### src/rtl/desc_seq_pkg.sv
package desc_seq_pkg;
   localparam logic [2:0] MD_STOP  = 3'd0;
   localparam logic [2:0] MD_BASIC = 3'd1;
   localparam logic [2:0] MD_AUTO  = 3'd2;
   localparam int SLOT_WORDS = 4;
   localparam int SLOT_BYTES = 4 * SLOT_WORDS;

   typedef enum logic [3:0] {
      S_IDLE, S_FETCH, S_EVAL, S_GO, S_WAIT, S_CP_RD, S_CP_WR, S_WB, S_DONE
   } seq_state_e;
endpackage

### src/rtl/desc_seq_addr.sv
module desc_seq_addr
   import desc_seq_pkg::*;
#(
   parameter int DW         = 32,
   parameter int NCH        = 8,
   parameter int CH         = 0,
   parameter int ALIGN_BITS = 10
) (
   input  logic [DW-1:0] tbl_base,
   input  logic          sel,
   output logic [DW-1:0] pri_base,
   output logic [DW-1:0] alt_base,
   output logic [DW-1:0] cur_base
);
   localparam logic [DW-1:0] ALIGN_MASK = DW'((64'd1 << ALIGN_BITS) - 1);
   localparam logic [DW-1:0] CH_OFF     = DW'(CH * SLOT_BYTES);
   localparam logic [DW-1:0] TBL_BYTES  = DW'(NCH * SLOT_BYTES);

   if (CH >= NCH) begin : g_bad_ch
      $error("channel index outside table");
   end
   if (2 * NCH * SLOT_BYTES > (1 << ALIGN_BITS)) begin : g_bad_align
      $error("both tables must fit inside the alignment window");
   end

   logic [DW-1:0] base_al;
   assign base_al  = tbl_base & ~ALIGN_MASK;
   assign pri_base = base_al + CH_OFF;
   assign alt_base = pri_base + TBL_BYTES;
   assign cur_base = sel ? alt_base : pri_base;
endmodule

### src/rtl/desc_seq_leg.sv
module desc_seq_leg
   import desc_seq_pkg::*;
#(
   parameter int DW      = 32,
   parameter int CNT_LSB = 4,
   parameter int CNT_W   = 10
) (
   input  logic [DW-1:0] ctl,
   input  logic [DW-1:0] src_end,
   input  logic          copy_leg,
   output logic [DW-1:0] copy_src,
   output logic [DW-1:0] ctl_after,
   output logic          leg_last
);
   localparam int NW = CNT_W + 1;

   logic [CNT_W-1:0] cnt_field;
   logic [NW-1:0]    items;
   logic [NW-1:0]    rem;

   assign cnt_field = ctl[CNT_LSB +: CNT_W];
   assign items     = NW'(cnt_field) + NW'(1);
   assign rem       = (items > NW'(SLOT_WORDS)) ? items - NW'(SLOT_WORDS) : '0;
   assign leg_last  = (rem == '0);
   assign copy_src  = src_end - (DW'(cnt_field) << 2);

   always_comb begin
      ctl_after                     = ctl;
      ctl_after[2:0]                = MD_STOP;
      ctl_after[CNT_LSB +: CNT_W]   = '0;
      if (copy_leg && !leg_last) begin
         ctl_after[2:0]              = ctl[2:0];
         ctl_after[CNT_LSB +: CNT_W] = CNT_W'(rem - NW'(1));
      end
   end
endmodule

### src/rtl/desc_seq.sv
module desc_seq
   import desc_seq_pkg::*;
#(
   parameter int DW         = 32,
   parameter int NCH        = 8,
   parameter int CH         = 0,
   parameter int ALIGN_BITS = 10,
   parameter int CNT_LSB    = 4,
   parameter int CNT_W      = 10,
   parameter bit TAIL_BURST = 1'b1
) (
   input  logic          clk,
   input  logic          rst_n,
   input  logic          start,
   input  logic          alt_start,
   input  logic [DW-1:0] tbl_base,
   output logic          mem_re,
   output logic          mem_we,
   output logic [DW-1:0] mem_addr,
   output logic [DW-1:0] mem_wdata,
   input  logic [DW-1:0] mem_rdata,
   output logic          eng_go,
   output logic [DW-1:0] eng_src_end,
   output logic [DW-1:0] eng_dst_end,
   output logic [DW-1:0] eng_ctl,
   output logic          eng_burst,
   input  logic          eng_done,
   output logic          active_alt,
   output logic          chan_done
);
   localparam int KW = $clog2(SLOT_WORDS);

   if (CNT_LSB < 4 || CNT_LSB + CNT_W > DW) begin : g_bad_field
      $error("count field overlaps mode/flag bits or exceeds word");
   end
   if (DW < ALIGN_BITS + 1) begin : g_bad_dw
      $error("word too narrow for alignment");
   end

   seq_state_e    state;
   logic          sel;
   logic [1:0]    idx;
   logic [KW-1:0] k;
   logic [DW-1:0] w_src, w_dst, w_ctl;
   logic          tail_q;

   logic [DW-1:0] pri_base, alt_base, cur_base;
   logic [DW-1:0] copy_src, ctl_after;
   logic          leg_last;
   logic [2:0]    mode;
   logic          copy_leg;

   assign mode     = w_ctl[2:0];
   assign copy_leg = !sel && w_ctl[2];

   desc_seq_addr #(.DW(DW), .NCH(NCH), .CH(CH), .ALIGN_BITS(ALIGN_BITS)) u_addr (
      .tbl_base (tbl_base),
      .sel      (sel),
      .pri_base (pri_base),
      .alt_base (alt_base),
      .cur_base (cur_base)
   );

   desc_seq_leg #(.DW(DW), .CNT_LSB(CNT_LSB), .CNT_W(CNT_W)) u_leg (
      .ctl       (w_ctl),
      .src_end   (w_src),
      .copy_leg  (copy_leg),
      .copy_src  (copy_src),
      .ctl_after (ctl_after),
      .leg_last  (leg_last)
   );

   always_ff @(posedge clk or negedge rst_n) begin
      if (!rst_n) begin
         state <= S_IDLE;
         sel   <= 1'b0;
         idx   <= '0;
         k     <= '0;
         w_src <= '0;
         w_dst <= '0;
         w_ctl <= '0;
      end else begin
         case (state)
            S_IDLE: if (start) begin
               sel   <= alt_start;
               idx   <= '0;
               state <= S_FETCH;
            end
            S_FETCH: begin
               case (idx)
                  2'd1:    w_src <= mem_rdata;
                  2'd2:    w_dst <= mem_rdata;
                  2'd3:    w_ctl <= mem_rdata;
                  default: ;
               endcase
               idx <= idx + 2'd1;
               if (idx == 2'd3) state <= S_EVAL;
            end
            S_EVAL: begin
               if (mode == MD_STOP) state <= S_DONE;
               else if (copy_leg) begin
                  k     <= '0;
                  state <= S_CP_RD;
               end else state <= S_GO;
            end
            S_GO:    state <= S_WAIT;
            S_WAIT:  if (eng_done) state <= S_WB;
            S_CP_RD: state <= S_CP_WR;
            S_CP_WR: begin
               k     <= k + KW'(1);
               state <= (k == KW'(SLOT_WORDS - 1)) ? S_WB : S_CP_RD;
            end
            S_WB: begin
               if (!copy_leg && (mode == MD_BASIC || mode == MD_AUTO)) state <= S_DONE;
               else begin
                  sel   <= ~sel;
                  idx   <= '0;
                  state <= S_FETCH;
               end
            end
            S_DONE:  state <= S_IDLE;
            default: state <= S_IDLE;
         endcase
      end
   end

   if (TAIL_BURST) begin : g_tail
      always_ff @(posedge clk or negedge rst_n) begin
         if (!rst_n) tail_q <= 1'b0;
         else if (state == S_IDLE && start) tail_q <= 1'b0;
         else if (state == S_WB && copy_leg && leg_last && w_ctl[1] && w_ctl[3])
            tail_q <= 1'b1;
      end
   end else begin : g_no_tail
      assign tail_q = 1'b0;
   end

   always_comb begin
      mem_re    = 1'b0;
      mem_we    = 1'b0;
      mem_addr  = '0;
      mem_wdata = '0;
      case (state)
         S_FETCH: begin
            mem_re   = (idx != 2'd3);
            mem_addr = cur_base + (DW'(idx) << 2);
         end
         S_CP_RD: begin
            mem_re   = 1'b1;
            mem_addr = copy_src + (DW'(k) << 2);
         end
         S_CP_WR: begin
            mem_we    = 1'b1;
            mem_addr  = alt_base + (DW'(k) << 2);
            mem_wdata = mem_rdata;
         end
         S_WB: begin
            mem_we    = 1'b1;
            mem_addr  = cur_base + DW'(8);
            mem_wdata = ctl_after;
         end
         default: ;
      endcase
   end

   assign eng_go      = (state == S_GO);
   assign eng_src_end = w_src;
   assign eng_dst_end = w_dst;
   assign eng_ctl     = w_ctl;
   assign eng_burst   = tail_q && sel;
   assign active_alt  = sel;
   assign chan_done   = (state == S_DONE);
   assign pri_unused  = 1'b0;
   wire   pri_unused;
   wire   unused_ok = ^pri_base ^ pri_unused;
endmodule

### config.mk
export PLATFORM = sky130hd
export DESIGN_NAME = desc_seq
export DESIGN_NICKNAME = d
export VERILOG_FILES = /design/src/rtl/desc_seq_pkg.sv /design/src/rtl/desc_seq_addr.sv /design/src/rtl/desc_seq_leg.sv /design/src/rtl/desc_seq.sv
export SDC_FILE = /design/constraint.sdc
export NUM_CORES = 1
export LEC_CHECK = 0
export BUFFER_PORTS_ARGS = -buffer_cell sky130_fd_sc_hd__buf_4
export CAP_MARGIN = 0
export CORE_ASPECT_RATIO = 0.8
export CORE_MARGIN = 8
export CORE_UTILIZATION = 27
export CTS_CLUSTER_SIZE = 25
export DETAILED_ROUTE_END_ITERATION = 7
export PLACE_DENSITY = 0.5
export SLEW_MARGIN = 20
export SYNTH_ARGS = -nofsm -noshare
export SYNTH_HDL_FRONTEND = slang
export SYNTH_HIERARCHICAL = 1
export SYNTH_SLANG_ARGS = --single-unit
### constraint.sdc
create_clock -name clk -period 8.3 [get_ports clk]
set_clock_uncertainty 0.05 [all_clocks]
set_input_delay 0.83 -clock clk [delete_from_list [all_inputs] [get_ports clk]]
set_output_delay 0.83 -clock clk [all_outputs]
set_load 0.01 [all_outputs]
==> results.yml, run 1 <==
run_status:
  outcome: "completed"
worst_hold_path:
  worstHoldPathType: "in -> async"
critical_path:
  crit_path_max_incr_delay_ps: 510
  critPathBufInv: 2
  end_kind: "primary output"
  cp_top_family: "simple AND/OR/NAND/NOR gates"
  critPathSlowestCell: "or3_1"
  worstSetupPathType: "reg -> out"
  crit_fanout: 9
  path_cells: "inv_1 -> ha_1 -> or4_4 -> or2_4 -> nor3_4 -> or3b_4 -> or3_1 -> nor4_4 -> nor2_1 -> xnor2_1 -> nand2_1 -> nor4_1 -> a41oi_4 -> nor4_2 -> xor2_1 -> o211ai_1 -> buf_4"
  critPathArrivalTime_ps: 5520
  start_kind: "flop"
  crit_start: "eng_ctl[13]$_DFFE_PN0P_"
  cp_data_required_time_ps: 7420
  rr_startpoint: "eng_ctl[5]$_DFFE_PN0P_"
sta:
  fin_crit_sh_pct: 77.1
  setup_tns_ps: 0
  maxSlewViolCount: 0
  tightest_slew_ps: 1020
  layout_setup_ws_ps: 1900
  fmax_mhz: 156
  period_minus_slack_ps: 6400
  hold_slack_ps: 441
  rsz0062_at_grt: "false"
  hold_viol_final: 0
  slew_headroom_pct: 31.5
  setup_viol: 0
cells_and_area:
  drive_above_1_share_pct: 29.7
  area_growth_syn_to_layout_pct: 18.3
  antennaDiodeCount: 0
  num-nets-final: 1365
  postLayoutCellArea_sq_mm: 0.0118
route:
  ant_nets: 0
  wire_per_inst_um: 20.5
  via_per_inst: 5.24
  vias: 9221
  firstDrtPassIters: 7
  wl_um: 36200
  first_iter_violations: 690
  drc: 0
clock_network:
  clk_pin_slew_worst_paths_ps: 70
  cts-resized-gates: 0
  cts_post_setup_buffers_inserted: 0
  htreeDepth: 3
  numCtsBuffers: 9
  clock-root-buffer: "clkbuf_16"
  tritoncts: "done"
  clock_latency_ps: 370
  hold_buffers: 0
  cts_buffer_depth: 2
  clkSinkCount: 106
placed_design:
  place.port_buffers: 224
  dp_hpwl_um: 27900
  placed_cell_area_sq_mm: 0.0115
  gp_congestion: 0.898
  preCtsSetupSlack_ps: 2260
grt:
  antenna_found_initial: 2
  grt_pass1_wl_um: 55500
  grt_start_max_net_pins: 57
  overflow: 0
  grt_pass1_vias: 9134
  track_usage_pct: 16.1
synthesis:
  avgSynthCellArea_sq_um: 8.64
  syn_area_sq_mm: 0.00999
  yosysWarnings: 6
  synthCells: 1156
power_and_ir_drop:
  leakage_nw: 5.07
  p_per_area_mw_per_mm2: 428
  vdd_drop_max_mv: 0.170
floorplanning:
  dieHeight_um: 188
  dieArea_sq_mm: 0.0435
  rows: 63
  dieWidth_um: 231
  start_util_pct: 27.2
  ios: 235
  core_region_area_sq_mm: 0.0367
job:
  cap_violations: 0
## path summary, 6_finish.rpt
check                                              end  slack [ps]  cells after the start
min in group clk           eng_dst_end[28]$_DFFE_PN0P_         460                      1
max                                       mem_addr[31]        1900                     17
max reg2reg                         tail_q$_DFFE_PN0P_        4090                     11
min reg2reg                eng_dst_end[28]$_DFFE_PN0P_         460                      1
max in group asynchronous  eng_dst_end[31]$_DFFE_PN0P_        6530                      2
min                         eng_dst_end[7]$_DFFE_PN0P_         440                      1
## cells in the final DEF, fill, tap and decap left out, drive strengths merged, types with 5 or more instances in the layout
| cell type | n |
|---|---|
| nor4b | 8 |
| nand2b | 8 |
| xor2 | 30 |
| o21ai | 48 |
| a21oi | 57 |
| a21o | 5 |
| or3 | 7 |
| buf | 232 |
| clkbuf | 14 |
| and2 | 6 |
| a221o | 7 |
| a22oi | 8 |
| xnor2 | 42 |
| o221ai | 14 |
| nor3b | 6 |
| dfrtp | 106 |
| nor2b | 9 |
| mux2i | 48 |
| nand4 | 26 |
| nand2 | 74 |
| conb | 19 |
| and3 | 15 |
| o31ai | 7 |
| or2 | 8 |
| nand3 | 37 |
| o211ai | 7 |
| nor3 | 38 |
| o22ai | 11 |
| nor4 | 17 |
| a31oi | 19 |
| o21a | 7 |
| ha | 24 |
| mux2 | 102 |
| or4 | 5 |
| inv | 38 |
| nor2 | 102 |
## routing by layer
metal  GRT usage (%)  vias to the layer above  routed length, um
met5               0                        -                 24
met4            2.36                        4                265
met3            4.85                       23               2950
met2            25.1                      298              16100
met1            22.1                     4549              16900
li1                -                     4347                  -
## sequential cells by signal, summed over array words and instances, names as in the netlist
name / count
active_alt: 1
eng_dst_end: 32
tail_q: 1
state: 4
eng_ctl: 32
eng_src_end: 32
k: 2
idx: 2
## worst register-to-register path, cell delays in order (launching register included)
cell	delay, ps
dfrtp_1	630
ha_1	360
and3_1	420
xnor2_1	170
nand3_1	160
a2111oi_2	720
or2_2	240
ha_1	340
nor4b_1	530
and3_1	260
a31oi_1	90
a31oi_1	180
## metrics by stage
| step | total power, W | util [%] | cells |
|---|---|---|---|
| after global placement | 0.00460 | 31.3 | 1745 |
| after detailed placement | 0.00463 | 31.3 | 1745 |
| after global routing | 0.00548 | 32.2 | 1761 |
| after CTS | 0.00511 | 32.2 | 1761 |
| final | 0.00506 | 32.2 | 1761 |
| after floorplan | 0.00332 | - | 1173 |
## area by class of cell
| cell class | count | area (sq um) |
|---|---|---|
| clock buffer | 14 | 264 |
| timing repair buffer | 232 | 1740 |
| clock inverter | 2 | 35.0 |
| sequential | 106 | 2650 |
| multi-input combinational | 882 | 6370 |
| inverter | 38 | 143 |
| fill | 3971 | 24900 |
| tap | 487 | 609 |
## power breakdown
group | leakage (nW) | internal [W] | switching, W | total, W
Clock | 0.147 | 0.000251 | 0.000206 | 0.000456
Sequential | 1.24 | 0.000777 | 0.000358 | 0.00113
Combinational | 3.68 | 0.00154 | 0.00192 | 0.00347
Note: power is estimated with default switching activity, not from simulation.
==> run 2: changes to the inputs <==
--- a/config.mk
+++ b/config.mk
@@ -12,7 +12,7 @@
 export CORE_UTILIZATION = 27
 export CTS_CLUSTER_SIZE = 25
 export DETAILED_ROUTE_END_ITERATION = 7
-export PLACE_DENSITY = 0.5
+export PLACE_DENSITY = 0.51
 export SLEW_MARGIN = 20
 export SYNTH_ARGS = -nofsm -noshare
 export SYNTH_HDL_FRONTEND = slang
==> constraint.sdc (replaced) <==
create_clock -name clk -period 5.3 [get_ports clk]
set_clock_uncertainty 0.05 [all_clocks]
set_input_delay 0.53 -clock clk [delete_from_list [all_inputs] [get_ports clk]]
set_output_delay 0.53 -clock clk [all_outputs]
set_load 0.01 [all_outputs]
==> run 2 against run 1 <==
  * Clock power grew 65%
  * First-iteration DRC count fell by 6.7%
  * Worst hold slack worse by 260 ps
  * Flip-flop and latch count did not move
  * Combinational power increased by 68%
  * Utilization rose by 1.4 points
  * Critical path depth is 1 lower
  * Sequential share of layout area shrank 0.92 points
  * Final cell count up 2.7%
  * Sequential power is 50% higher
  * Non-clock buffer count is 47 higher
==> results.yml, run 2 (same netlist as run 1, synthesis figures left out) <==
run_status:
  outcome: "completed"
worst_hold_path:
  worstHoldPathType: "in -> async"
cells_and_area:
  most-common-layout-cells: "buf_4, dfrtp_1, mux2_2"
  num-nets-final: 1412
  area_growth_syn_to_layout_pct: 23.4
  multi_input_area_sq_mm: 0.00650
  seq_area_sq_mm: 0.00265
  drive_above_1_share_pct: 34.3
  fill_cells: 3879
  final_core_util_pct: 33.6
  layout_commonest_cell: "buf_4"
  antennaDiodeCount: 0
floorplanning:
  core_region_area_sq_mm: 0.0367
  dieArea_sq_mm: 0.0435
  ios: 235
  dieWidth_um: 231
  rows: 63
  dieHeight_um: 188
  start_util_pct: 27.2
job:
  cap_violations: 0
clock_network:
  clk_pin_slew_worst_paths_ps: 70
  clkSinkCount: 106
  htreeDepth: 3
  tritoncts: "done"
  cts_buffer_depth: 2
  numCtsBuffers: 9
  clock_latency_ps: 380
  hold_buffers: 0
  clock-root-buffer: "clkbuf_16"
sta:
  fmax_mhz: 197
  slew_headroom_pct: 26.4
  hold_slack_ps: 179
  maxSlewViolCount: 0
  hold_viol_final: 0
  setup_viol: 0
  fin_crit_sh_pct: 95.6
  period_minus_slack_ps: 5060
  tightest_slew_ps: 1100
critical_path:
  critPathArrivalTime_ps: 4480
  r2r_cells: 14
  crit_fanout: 6
  reg2reg_to: "tail_q$_DFFE_PN0P_"
  start_kind: "flop"
  worstSetupPathType: "reg -> out"
  path_cells: "ha_4 -> or4_4 -> or2_4 -> nor3_4 -> or3b_4 -> or3_4 -> buf_6 -> nor3_1 -> xor2_1 -> nand3_2 -> mux2i_4 -> nand4_1 -> nor4_2 -> xor2_1 -> o211ai_1 -> buf_4"
  cp_data_required_time_ps: 4720
  end_kind: "primary output"
  reg2reg_slack_ps: 1620
  critPathSlowestCell: "or4_4"
  crit_path_max_incr_delay_ps: 430
  crit_path_frequent_cell: "xor2_1"
  rr_startpoint: "eng_ctl[5]$_DFFE_PN0P_"
  crit_start: "eng_src_end[11]$_DFFE_PN0P_"
grt:
  grt_pass1_wl_um: 56100
  track_usage_pct: 16.4
  grt_start_max_net_pins: 56
  antenna_found_initial: 4
  grt_pass1_vias: 9154
  overflow: 0
route:
  drc: 0
  vias: 9334
  ant_nets: 0
  firstDrtPassIters: 5
  first_iter_violations: 644
  wire_per_inst_um: 20.2
  wl_um: 36400
  via_per_inst: 5.16
placed_design:
  place.port_buffers: 224
  gp_congestion: 0.878
  dp_hpwl_um: 28100
power_and_ir_drop:
  vdd_drop_max_mv: 0.245
  p_per_area_mw_per_mm2: 672
  leakage_nw: 5.31
==> run 2: metrics by stage <==
| stage | setup slack (ps) | total power [W] | std cells | instance area (sq um) | TNS (ps) |
|---|---|---|---|---|---|
| after detailed placement | 201 | 0.00737 | 1770 | 11700 | 0 |
| after CTS | -9.76 | 0.00821 | 1788 | 12100 | -9.76 |
| final | 236 | 0.00828 | 1808 | 12300 | 0 |
| after global placement | 266 | 0.00733 | 1770 | 11700 | 0 |
| after global routing | -2.69 | 0.00899 | 1808 | 12300 | -2.69 |
| after floorplan | 358 | 0.00520 | 1173 | 10100 | 0 |
==> run 2: timing repair <==
action	4_1_cts	5_1_grt
pin swaps	2	12
setup endpoints to repair	7	30
resized for setup	13	21
buffers inserted	2	20
==> run 2: worst max path at each step <==
stage	to
2_1_floorplan	mem_addr[25]
3_3_place_gp	mem_addr[29]
4_1_cts	mem_addr[30]
6_report	mem_addr[31]
5_1_grt	mem_addr[29]
3_5_place_dp	mem_addr[29]
==> run 2: final cells by class <==
class,instances,share of cell area [%]
clock inverters,7,0.751
inverters,38,1.16
flip-flops and latches,106,21.5
repair buffers,279,17.0
clock buffers,9,1.83
well taps,487,4.94
multi-input cells,882,52.8
==> run 2: critical path, delay by kind of cell (launching register included) <==
family	cells	cell delay, ps
mux	1	200
flops	1	420
buf+inv	2	340
xor+xnor	2	510
simple gates	9	2330
fa+ha+maj	1	170
compound gates	1	110
==> run 2: where the power goes <==
group	leakage [nW]	switching [W]	total, W	internal [W]
combinational	3.91	0.00319	0.00583	0.00265
sequential	1.24	0.000482	0.00170	0.00122
clock	0.160	0.000338	0.000753	0.000415
==> run 2: metal layers <==
metal  vias to the layer above  track usage (%)  share of wire (%)
met2                       311             25.0                 44
met3                        34             5.74                9.8
li1                       4444                -                  -
met1                      4539             22.2                 45
met5                         -                0               0.10
met4                         6             3.19                1.3
==> run 3: changes to the inputs <==
--- a/config.mk
+++ b/config.mk
@@ -12,7 +12,7 @@
 export CORE_UTILIZATION = 27
 export CTS_CLUSTER_SIZE = 25
 export DETAILED_ROUTE_END_ITERATION = 7
-export PLACE_DENSITY = 0.51
+export PLACE_DENSITY = 0.5
 export SLEW_MARGIN = 20
 export SYNTH_ARGS = -nofsm -noshare
 export SYNTH_HDL_FRONTEND = slang
==> constraint.sdc (replaced) <==
create_clock -name clk -period 5.8 [get_ports clk]
set_clock_uncertainty 0.05 [all_clocks]
set_input_delay 0.87 -clock clk [delete_from_list [all_inputs] [get_ports clk]]
set_output_delay 0.87 -clock clk [all_outputs]
set_load 0.01 [all_outputs]
==> run 3 against run 2 <==
  * Register-to-register slack improved by 530 ps
  * Utilization fell by 0.33 points
  * Flip-flop and latch count did not move
  * Count of clock-buffer cells in the layout rose by 3
  * Power fell by 9.4%
  * First-iteration DRC count rose by 3.0%
  * Final cell count fell by 0.83%
  * Worst hold slack improved by 280 ps
  * Sequential share of layout area rose by 0.22 points
  * Global-route usage rose by 0.25 points
  * Clock power fell by 10%
  * Critical path depth did not move
  * Critical path type unchanged
==> results.yml, run 3 (same netlist as run 1, synthesis figures left out) <==
grt:
  grt_pass1_vias: 9347
  grt.met3_usage_pct: 5.12
  grt.busiest_layer: "met2"
  grt_use_met2_pct: 25.3
  grt_pass1_wl_um: 57300
  antenna_found_initial: 3
  grtUsageMet1_pct: 23.1
  track_usage_pct: 16.6
  grt_start_max_net_pins: 55
  overflow: 0
clock_network:
  cts_buffer_depth: 2
  hold_buffers: 0
  clock-root-buffer: "clkbuf_16"
  htreeDepth: 3
  clkSinkCount: 106
  tritoncts: "done"
  clock_latency_ps: 370
  numCtsBuffers: 9
  clk_pin_slew_worst_paths_ps: 80
power_and_ir_drop:
  vdd_drop_max_mv: 0.260
  p_per_area_mw_per_mm2: 615
  leakage_nw: 5.24
sta:
  rsz0062_at_grt: "true"
  fin_crit_sh_pct: 98.1
  maxSlewViolCount: 0
  tightest_slew_ps: 1120
  slew_headroom_pct: 25.2
  fmax_mhz: 176
  hold_viol_final: 0
  setup_viol: 0
  layout_setup_ws_ps: 108
  period_minus_slack_ps: 5690
critical_path:
  rr_startpoint: "eng_ctl[5]$_DFFE_PN0P_"
  path_cells: "ha_4 -> or4_4 -> or2_4 -> nor3_4 -> or3b_4 -> or3_4 -> nor4_4 -> nor2_1 -> xnor2_1 -> nand2_1 -> nor4_4 -> a41oi_4 -> a211oi_4 -> xor2_1 -> a221o_1 -> buf_6"
  critPathSlowestCell: "dfrtp_1"
  crit_path_frequent_cell: "nor4_4"
  end_kind: "primary output"
  crit_start: "eng_src_end[11]$_DFFE_PN0P_"
  critPathArrivalTime_ps: 4770
  reg2reg_to: "tail_q$_DFFE_PN0P_"
  crit_fanout: 6
  reg2reg_slack_ps: 2150
  cp_data_required_time_ps: 4880
  r2r_cells: 12
  crit_path_max_incr_delay_ps: 430
  worstSetupPathType: "reg -> out"
  start_kind: "flop"
route:
  vias: 9450
  wl_um: 37100
  via_per_inst: 5.27
  drc: 0
  ant_nets: 0
  wire_per_inst_um: 20.7
  firstDrtPassIters: 5
  first_iter_violations: 663
cells_and_area:
  area_growth_syn_to_layout_pct: 22.1
  layout_commonest_cell: "buf_4"
  final_core_util_pct: 33.2
  drive_above_1_share_pct: 33.4
  antennaDiodeCount: 0
  num-nets-final: 1397
  fill_cells: 3952
  most-common-layout-cells: "buf_4, dfrtp_1, mux2_2"
run_status:
  outcome: "completed"
worst_hold_path:
  hp-start: "eng_dst_end[19]$_DFFE_PN0P_"
  hold_depth: 1
  worstHoldPathType: "reg -> reg"
  min_to: "eng_dst_end[19]$_DFFE_PN0P_"
placed_design:
  gp_congestion: 0.878
  place.port_buffers: 224
  dp_hpwl_um: 28300
  preCtsSetupSlack_ps: 83.4
floorplanning:
  ios: 235
  rows: 63
  dieHeight_um: 188
  core_region_area_sq_mm: 0.0367
  start_util_pct: 27.2
  dieWidth_um: 231
  dieArea_sq_mm: 0.0435
job:
  cap_violations: 0
[run 3: critical path, delay by kind of cell, from the launching register on]
family | cells | cell delay, ps
xor+xnor | 2 | 310
fa+ha+maj | 1 | 190
compound gates | 3 | 840
flops | 1 | 430
simple gates | 9 | 2470
buf+inv | 1 | 140
[run 3: timing repair]
action,CTS,global route
setup endpoints to repair,8,25
resized for setup,9,22
pin swaps,3,11
setup buffers,4,10
[run 3: worst max path at each step]
| stage | end | cells after the start |
|---|---|---|
| after floorplan | mem_addr[25] | 17 |
| after global placement | mem_addr[29] | 17 |
| after detailed placement | mem_addr[29] | 17 |
| after CTS | mem_addr[29] | 17 |
| after global routing | mem_addr[29] | 17 |
| final | mem_addr[25] | 16 |
[run 3: routing by layer]
layer	vias to the layer above	part of all wire, %
met5	-	0.11
met4	6	1.1
met3	38	7.5
met2	314	44
met1	4682	47
li1	4410	-
[run 3: cell type report]
class	count	area [sq um]	share of cell area (%)
clock buffer	12	267	2.18
clock inverter	4	48.8	0.400
inverter	38	143	1.17
multi-input combinational	882	6490	53.2
sequential	106	2650	21.7
tap	487	609	4.99
timing repair buffer	264	1990	16.3
[run 3: power by group]
| part | switching (W) | total (W) | internal, W |
|---|---|---|---|
| combinational | 0.00293 | 0.00529 | 0.00236 |
| sequential | 0.000428 | 0.00154 | 0.00111 |
| clock | 0.000307 | 0.000677 | 0.000370 |
| total | 0.00366 | 0.00751 | 0.00384 |
[run 3: stage by stage]
step                      instances  cell area [sq um]  hold WS [ps]  TNS [ps]  power, W
after floorplan                1173              10100           445         0   0.00475
after global placement         1763              11600           441         0   0.00670
after detailed placement       1763              11600           444         0   0.00675
after CTS                      1783              12000           460         0   0.00750
after global routing           1793              12200           478      -447   0.00814
final                          1793              12200           457         0   0.00751
